<file path="config.mk">
export PLATFORM = sky130hd
export DESIGN_NAME = idle_det
export DESIGN_NICKNAME = d
export VERILOG_FILES = /design/src/rtl/idle_det_pkg.sv /design/src/rtl/idle_det_dp.sv /design/src/rtl/idle_det_ctl.sv /design/src/rtl/idle_det.sv
export SDC_FILE = /design/constraint.sdc
export NUM_CORES = 1
export LEC_CHECK = 0
export BUFFER_PORTS_ARGS = -buffer_cell sky130_fd_sc_hd__buf_4
export CAP_MARGIN = 20
export CORE_AREA = 3 3 40 42
export CTS_CLUSTER_SIZE = 14
export DETAILED_ROUTE_END_ITERATION = 16
export DIE_AREA = 0 0 43 45
export SETUP_SLACK_MARGIN = 0.1
export SYNTH_ARGS = -nofsm -noshare
export SYNTH_HDL_FRONTEND = slang
export SYNTH_SLANG_ARGS = --single-unit
export TNS_END_PERCENT = 30
</file>
<file path="constraint.sdc">
create_clock -name clk -period 2.5 [get_ports clk]
set_input_delay 0.125 -clock clk [delete_from_list [all_inputs] [get_ports clk]]
set_output_delay 0.125 -clock clk [all_outputs]
set_load 0.03 [all_outputs]
</file>
<file path="src/rtl/idle_det_pkg.sv">
package idle_det_pkg;

  // strobes from the control to the run counter
  typedef struct packed {
    logic cntInc;   // a counted one arrived this bit-time
    logic cntClr;   // restart the run from zero
  } dpCmd_t;

endpackage

</file>
<file path="src/rtl/idle_det_dp.sv">
module idle_det_dp
  import idle_det_pkg::*;
#(
  parameter int SHORT_FRAME = 10,
  parameter int LONG_FRAME  = 11,
  parameter int CNT_W       = 4
) (
  input  logic             clk,
  input  logic             rst_n,
  input  dpCmd_t           cmd,
  input  logic             nineBit,
  output logic [CNT_W-1:0] runCount,
  output logic             fillHit
);

  localparam logic [CNT_W-1:0] SHORT_LEN = CNT_W'(SHORT_FRAME);
  localparam logic [CNT_W-1:0] LONG_LEN  = CNT_W'(LONG_FRAME);

  logic [CNT_W-1:0] frameLen;
  logic [CNT_W-1:0] cntQ;

  assign frameLen = nineBit ? LONG_LEN : SHORT_LEN;

  // saturating run counter; holds once the frame length is reached
  always_ff @(posedge clk) begin
    if (!rst_n) begin
      cntQ <= '0;
    end else if (cmd.cntClr) begin
      cntQ <= '0;
    end else if (cmd.cntInc && (cntQ < frameLen)) begin
      cntQ <= cntQ + 1'b1;
    end
  end

  // this counted one completes a full frame of ones
  assign fillHit  = cmd.cntInc && (cntQ == frameLen - 1'b1);
  assign runCount = cntQ;

endmodule

</file>
<file path="src/rtl/idle_det_ctl.sv">
module idle_det_ctl
  import idle_det_pkg::*;
(
  input  logic   clk,
  input  logic   rst_n,
  input  logic   bitStrobe,
  input  logic   bitValue,
  input  logic   stopSeen,
  input  logic   frameDone,
  input  logic   modeLong,
  input  logic   flagClear,
  input  logic   fillHit,
  output dpCmd_t cmd,
  output logic   idleFlag,
  output logic   rearmed
);

  logic longArmed;
  logic flagQ;
  logic rearmQ;
  logic setFlag;
  logic gateLong;

  // long mode: no counting before a stop bit, and not the stop bit itself
  assign gateLong = modeLong && (stopSeen || !longArmed);

  always_comb begin
    cmd        = '0;
    cmd.cntClr = bitStrobe && (!bitValue || (modeLong && stopSeen));
    cmd.cntInc = bitStrobe && bitValue && !gateLong;
  end

  assign setFlag = fillHit && rearmQ;

  always_ff @(posedge clk) begin
    if (!rst_n) begin
      longArmed <= 1'b0;
    end else if (bitStrobe) begin
      if (!bitValue) begin
        longArmed <= 1'b0;
      end else if (stopSeen) begin
        longArmed <= 1'b1;
      end
    end
  end

  always_ff @(posedge clk) begin
    if (!rst_n) begin
      rearmQ <= 1'b1;
    end else if (setFlag) begin
      rearmQ <= 1'b0;
    end else if (frameDone) begin
      rearmQ <= 1'b1;
    end
  end

  always_ff @(posedge clk) begin
    if (!rst_n) begin
      flagQ <= 1'b0;
    end else if (setFlag) begin
      flagQ <= 1'b1;
    end else if (flagClear) begin
      flagQ <= 1'b0;
    end
  end

  assign idleFlag = flagQ;
  assign rearmed  = rearmQ;

endmodule

</file>
<file path="src/rtl/idle_det.sv">
module idle_det
  import idle_det_pkg::*;
#(
  parameter int SHORT_DATA_BITS = 8,
  parameter int LONG_DATA_BITS  = 9,
  parameter int FRAME_OVERHEAD  = 2
) (
  input  logic clk,
  input  logic rst_n,
  input  logic bitStrobe,
  input  logic bitValue,
  input  logic stopSeen,
  input  logic frameDone,
  input  logic modeLong,
  input  logic nineBit,
  input  logic idleIntEn,
  input  logic flagClear,
  output logic idleFlag,
  output logic idleIrq
);

  localparam int SHORT_FRAME = SHORT_DATA_BITS + FRAME_OVERHEAD;
  localparam int LONG_FRAME  = LONG_DATA_BITS + FRAME_OVERHEAD;
  localparam int MAX_FRAME   = (LONG_FRAME > SHORT_FRAME) ? LONG_FRAME : SHORT_FRAME;
  localparam int CNT_W       = $clog2(MAX_FRAME + 1);

  dpCmd_t           cmd;
  logic             fillHit;
  logic [CNT_W-1:0] runCount;
  logic             rearmed;

  idle_det_ctl u_ctl (
    .clk       (clk),
    .rst_n     (rst_n),
    .bitStrobe (bitStrobe),
    .bitValue  (bitValue),
    .stopSeen  (stopSeen),
    .frameDone (frameDone),
    .modeLong  (modeLong),
    .flagClear (flagClear),
    .fillHit   (fillHit),
    .cmd       (cmd),
    .idleFlag  (idleFlag),
    .rearmed   (rearmed)
  );

  idle_det_dp #(
    .SHORT_FRAME (SHORT_FRAME),
    .LONG_FRAME  (LONG_FRAME),
    .CNT_W       (CNT_W)
  ) u_dp (
    .clk      (clk),
    .rst_n    (rst_n),
    .cmd      (cmd),
    .nineBit  (nineBit),
    .runCount (runCount),
    .fillHit  (fillHit)
  );

  assign idleIrq = idleFlag && idleIntEn;

endmodule

</file>
==> metrics.yaml, run 1 <==
grt_max_degree: 7
io_buffers: 11
firstDrtPassIters: 2
final_common_cell: "buf_4"
yosysWarnings: 0
multi_input_area_um2: 210.2
routed_wirelength_um: 729
worst-slew-pin-transition_ps: 265.6
crit_path_max_fanout: 4
synth-seq-cells: 7
grt_use_total_pct: 8.909
vias: 349
worstRegToRegCells: 6
clk-insertion-delay-late_ps: 240
cts_sinks: 7
area_growth_pct: 35.17
syn_area_um2: 362.8
start_kind: "flip-flop"
tritoncts: "built"
seq_area_um2: 140.1
cts_root_buf: "clkbuf_4"
min_period_ps: 1537
viasPerCell: 4.781
p_seq_share_pct: 47.1
combinationalPowerShare_pct: 10.7
path_class: "flip-flop to flip-flop"
relSlewSlack_pct: 82.11
wire_per_inst_um: 9.986
hold_buffers: 0
grt_first_pass_wirelength_um: 1304
synth_area_per_cell_um2: 8.438
status: "completed"
h-tree-depth: 1
required_ps: 2680
drive_gt1_share_pct: 29.31
synthArstFlopShare_pct: 0
p_leak_nw: 0.1966
dieArea_mm2: 0.001935
endpoint_kind: "flip-flop"
p_clk_share_pct: 42.2
max_freq_mhz: 650.5
syn_nets: 55
most-common-layout-cells: "buf_4, dfxtp_1, a21oi_1"
synth-edff-count: 0
holdPathStages: 2
arrival_ps: 1720
ios: 12
layout.nets: 71
min_path_type: "input pin to flip-flop"
core_mm2: 0.001285
ant_nets: 0
drt_iter0_markers: 2
routabilityCongestion: 0.7024
seq_area_frac_synth_pct: 38.62
drv_cap: 0
irDropWorstVdd_mv: 0.2303
syn_inst: 43
hold_viol_final: 0
synth_ff_type: "dfxtp_1"
fill_cells: 133
sw_frac_of_total_pct: 22.25
antenna-diode-count: 0
slew_violations: 0
cts_resized: 0
antenna_found_initial: 0
setup_viol: 0
drc: 0
grt-ovfl-total: 0
period_share_pct: 61.49
start_util_pct: 28.24
dpl.hpwl_um: 595.8
fin_ws_ps: 962.8
synthDistinctLibCells: 22
finalClockSkew_ps: 1.537
fin_setup_tns_ps: 0
num_rows: 13
rsz0062_at_grt: "no"
die_w_um: 43
clkSlewWorstSetupHoldPaths_ps: 50
numCtsBuffers: 3
p_per_area_mw_per_mm2: 494.9
first_global_vias: 312
p_switching_mw: 0.05400
post-place-ws_ps: 987.9
p_int_mw: 0.1887
cts_setup_buffers: 0
clockBufferDepth: 2
dieHeight_um: 45
[critical path, stage by stage, from the launching register on]
cell	delay, ps
dfxtp_1	330
inv_1	80
ha_1	180
nor2b_4	50
o21a_1	200
or4_1	490
a21oi_1	150
[cell families after synthesis]
| group | Yosys count | synth area share, % |
|---|---|---|
| compound gates | 16 | 26.90 |
| xor+xnor | 1 | 2.414 |
| fa+ha+maj | 2 | 6.895 |
| buf+inv | 3 | 3.448 |
| flops | 7 | 38.62 |
| simple gates | 14 | 21.72 |
[area by class of cell]
type                    instances  area share, %
multi-input cells              33          42.86
well taps                      15          3.827
inverters                       3          2.551
repair buffers                 11          16.84
clock buffers                   4          5.357
flip-flops and latches          7          28.57
[synthesized netlist by cell type (2+ instances only)]
library cell	instances	share of area [%]
o21a_1	2	4.1
nor2_1	4	4.1
ha_1	2	6.9
inv_1	2	2.1
o21ai_0	2	2.8
o21ai_1	3	4.1
nand3_1	3	4.1
dfxtp_1	7	39
a21oi_1	5	6.9
[sequential cells by signal, summed over array words and instances, names as in the netlist]
register and count:
u_ctl.longArmed 1, u_ctl.rearmed 1, u_ctl.idleFlag 1, u_dp.runCount 4
[worst paths after layout]
check                                              startpoint                            end  slack (ps)
worst min-delay path                                    rst_n     u_ctl.rearmed$_SDFFE_PN1P_          60
worst min register to register   u_ctl.longArmed$_SDFFE_PN0P_   u_ctl.longArmed$_SDFFE_PN0P_         480
worst max-delay path            u_dp.runCount[0]$_SDFFE_PP0P_  u_dp.runCount[2]$_SDFFE_PP0P_         960
worst max register to register  u_dp.runCount[0]$_SDFFE_PP0P_  u_dp.runCount[2]$_SDFFE_PP0P_         960
[power by group through the flow]
stage               Clock [mW]  Combinational (mW)  Sequential [mW]
floorplan                    0              0.0113            0.116
global placement             0              0.0259            0.117
detailed placement           0              0.0262            0.117
CTS                      0.107              0.0263            0.114
global route             0.112              0.0301            0.114
finish                   0.102              0.0260            0.114
[metrics by stage]
stage / utilization, % / instances / hold slack [ps] / instance area, µm² / total power [mW]
2_1_floorplan: - / 43 / 205.0 / 362.8 / 0.1278
3_3_place_gp: 36.12 / 69 / 320.2 / 464.2 / 0.1425
3_5_place_dp: 36.12 / 69 / 321.4 / 464.2 / 0.1429
4_1_cts: 38.17 / 73 / 57.76 / 490.5 / 0.2475
5_1_grt: 38.17 / 73 / 57.06 / 490.5 / 0.2561
6_report: 38.17 / 73 / 63.47 / 490.5 / 0.2427
[routing by layer]
layer | track usage (%) | up-vias | part of all wire (%) | wire [µm]
met4 | 3.614 | 0 | 0.69 | 5
met1 | 11.57 | 152 | 49 | 355
met5 | 0 | - | 0 | 0
met2 | 12.87 | 6 | 46 | 334
met3 | 3.984 | 2 | 4.7 | 34
li1 | - | 189 | - | -
Power figures use the tool's default switching activity.
==> run 2: changes to the inputs <==
--- a/config.mk
+++ b/config.mk
@@ -5,6 +5,7 @@
 export SDC_FILE = /design/constraint.sdc
 export NUM_CORES = 1
 export LEC_CHECK = 0
+export ABC_AREA = 1
 export BUFFER_PORTS_ARGS = -buffer_cell sky130_fd_sc_hd__buf_4
 export CAP_MARGIN = 20
 export CORE_AREA = 3 3 40 42
==> constraint.sdc (replaced) <==
create_clock -name clk -period 1.3 [get_ports clk]
set_input_delay 0.065 -clock clk [delete_from_list [all_inputs] [get_ports clk]]
set_output_delay 0.065 -clock clk [all_outputs]
set_load 0.03 [all_outputs]
==> metrics.yaml, run 2 <==
routed_wirelength_um: 766  # +5.1%
dieHeight_um: 45  # unchanged
antenna-diode-count: 0  # unchanged
syn_nets: 70  # +27%
fill_cells: 134  # +0.75%
dpl.hpwl_um: 588.5  # -1.2%
cts_sinks: 7  # unchanged
relSlewSlack_pct: 87.96  # +5.8 points
netlist_top_cells_area: "dfxtp_1, nand2_1, inv_1"
ant_nets: 0  # unchanged
max_freq_mhz: 879.6  # +35%
sw_frac_of_total_pct: 23.16  # +0.92 points
dp.cells: 84  # +22%
placed_cell_area_um2: 514.2  # +11%
start_kind: "flip-flop"
die_w_um: 43  # unchanged
path_class: "flip-flop to flip-flop"
worst-slew-pin-transition_ps: 180.4  # -85.15 ps
synthArstFlopShare_pct: 0  # unchanged
finalClockSkew_ps: 2.597  # +1.060 ps
crit_start: "u_dp.runCount[0]$_SDFFE_PP0P_"
synth_common_cells: "nand2_1, inv_1, dfxtp_1"
dieArea_mm2: 0.001935  # unchanged
crit_path_end: "u_ctl.rearmed$_SDFFE_PN1P_"
endpoint_kind: "flip-flop"
synth-seq-cells: 7  # unchanged
tritoncts: "built"
seq_area_um2: 141.4  # +0.89%
final_cell_area_um2: 593.1  # +21%
syn_area_um2: 412.9  # +14%
seq_area_frac_synth_pct: 33.94  # -4.7 points
final_common_cell: "nand2_1"
min_period_ps: 1137  # -400.3 ps
syn_inst: 58  # +35%
core_mm2: 0.001285  # unchanged
start_util_pct: 32.13  # +3.9 points
first_global_vias: 322  # +3.2%
yosysWarnings: 0  # unchanged
most-common-layout-cells: "nand2_1, buf_4, inv_1"
routabilityCongestion: 0.7030  # about the same
power_mw: 0.4858  # +100%
p_int_mw: 0.3732  # +98%
cts_root_buf: "clkbuf_4"
synthAdderAreaFrac_pct: 6.061  # -0.84 points
antenna_found_initial: 0  # unchanged
layout.nets: 90  # +27%
ios: 12  # unchanged
synth_top_family_by_area: "simple AND/OR/NAND/NOR gates"
num_rows: 13  # unchanged
p_switching_mw: 0.1125  # +110%
synth_compound_area_share_pct: 10.30  # -17 points
drv_cap: 0  # unchanged
drt_iter0_markers: 3  # +1
arrival_ps: 1280  # -440 ps
multi_input_area_um2: 250.2  # +19%
viasPerCell: 4.315  # -9.7%
reg2reg_from: "u_dp.runCount[0]$_SDFFE_PP0P_"
yosysTopAreaCellShare_pct: 33.94  # -4.7 points
clockBufferDepth: 2  # unchanged
synth_mux_area_share_pct: 0  # unchanged
wire_per_inst_um: 8.326  # -17%
grt-ovfl-total: 0  # unchanged
grt_use_total_pct: 9.265  # +0.36 points
h-tree-depth: 1  # unchanged
clkSlewWorstSetupHoldPaths_ps: 50  # about the same
p_clk_share_pct: 39.8  # -2.4 points
clk-insertion-delay-late_ps: 250  # about the same
final_cells: 92  # +26%
status: "completed"
vias: 397  # +14%
largest_reg_flops: 4  # unchanged
period_share_pct: 87.46  # +26 points
crit_path_max_fanout: 3  # -1
yosysMostFrequentCell: "nand2_1"
fin_setup_tns_ps: 0  # unchanged
r2r_setup_slack_ps: 160  # -800 ps
irDropWorstVdd_mv: 0.4655  # +100%
required_ps: 1440  # -1240 ps
setup_viol: 0  # unchanged
combinationalPowerShare_pct: 15.0  # +4.3 points
r2r_end: "u_ctl.rearmed$_SDFFE_PN1P_"
synth_area_per_cell_um2: 7.119  # -16%
min_path_type: "input pin to flip-flop"
synthSimpleGateAreaFrac_pct: 37.58  # +16 points
grt_max_degree: 7  # unchanged
synthDistinctLibCells: 14  # -36%
grt_first_pass_wirelength_um: 1255  # -3.8%
firstDrtPassIters: 5  # +3
drc: 0  # unchanged
rsz0062_at_grt: "yes"
io_buffers: 11  # unchanged
numCtsBuffers: 3  # unchanged
synth_ff_type: "dfxtp_1"
synth-edff-count: 0  # unchanged
slew_violations: 0  # unchanged
p_leak_nw: 0.2996  # +52%
worstRegToRegCells: 8  # +2
p_seq_share_pct: 45.2  # -1.9 points
yosysTopAreaCell: "dfxtp_1"
area_growth_pct: 43.64
yosys.area_share.xor_xnor_pct: 2.121  # -0.29 points
p_per_area_mw_per_mm2: 819.1  # +66%
drive_gt1_share_pct: 36.36  # +7.1 points
hold_viol_final: 0  # unchanged
-- run 2: area by class of cell --
class	instances	share of cell area, %
well taps	15	3.165
repair buffers	15	19.41
inverters	11	6.962
flip-flops and latches	7	23.84
clock buffers	4	4.430
multi-input cells	40	42.19
-- run 2: cells by family after synthesis --
| kind of cell | count (synthesis) |
|---|---|
| buffers and inverters | 11 |
| AO/OA/AOI/OAI | 8 |
| XOR/XNOR | 1 |
| adder cells (fa/ha/maj) | 2 |
| AND/OR/NAND/NOR | 29 |
| flip-flops | 7 |
-- run 2: worst max-delay path: stages, from the launching register on --
cell	delay, ps
dfxtp_2	330
inv_2	50
ha_4	230
nor2_2	70
nand3_1	60
nor2_1	90
nand2_1	70
o21ai_1	70
nand2_1	60
-- run 2: layer usage --
metal  track usage (%)  routed length (µm)  up-vias
li1                  -                   -      218
met1             10.44                 359      173
met2             13.17                 371        6
met3             7.171                  35        0
met4             3.614                   0        0
met5                 0                   0        -
-- run 2: worst min-delay path by stage --
stage | startpoint | end | slack (ps) | cells past startpoint
6_report | frameDone | u_ctl.rearmed$_SDFFE_PN1P_ | 20 | 3
2_1_floorplan | rst_n | u_ctl.rearmed$_SDFFE_PN1P_ | 130 | 1
4_1_cts | frameDone | u_ctl.rearmed$_SDFFE_PN1P_ | 20 | 3
5_1_grt | frameDone | u_ctl.rearmed$_SDFFE_PN1P_ | 7 | 3
3_5_place_dp | rst_n | u_ctl.rearmed$_SDFFE_PN1P_ | 250 | 2
3_3_place_gp | rst_n | u_ctl.rearmed$_SDFFE_PN1P_ | 250 | 2
-- run 2: through the flow --
step / hold WS [ps] / util, % / setup WS (ps)
6_report: 15.31 / 46.15 / 163.1
2_1_floorplan: 133.7 / - / 149.9
4_1_cts: 17.06 / 44.50 / 125.7
5_1_grt: 7.445 / 46.15 / 84.47
3_5_place_dp: 252.1 / 40.02 / 57.78
3_3_place_gp: 250.9 / 40.02 / 58.91
-- run 2: timing repair --
| item | 4_1_cts | 5_1_grt |
|---|---|---|
| gates cloned | 0 | 0 |
| resized for setup | 3 | 2 |
| pin swaps | 3 | 4 |
| setup buffers | 1 | 2 |
| hold endpoints to repair | 1 | 0 |
| hold buffers | 1 | 0 |
| setup endpoints to repair | 1 | 2 |
-- run 2: power groups by stage --
stage,sequential [mW],clock [mW],combinational (mW)
CTS,0.219,0.203,0.0685
global placement,0.224,0,0.0611
global route,0.220,0.225,0.0798
floorplan,0.224,0,0.0319
detailed placement,0.224,0,0.0612
finish,0.220,0.193,0.0727
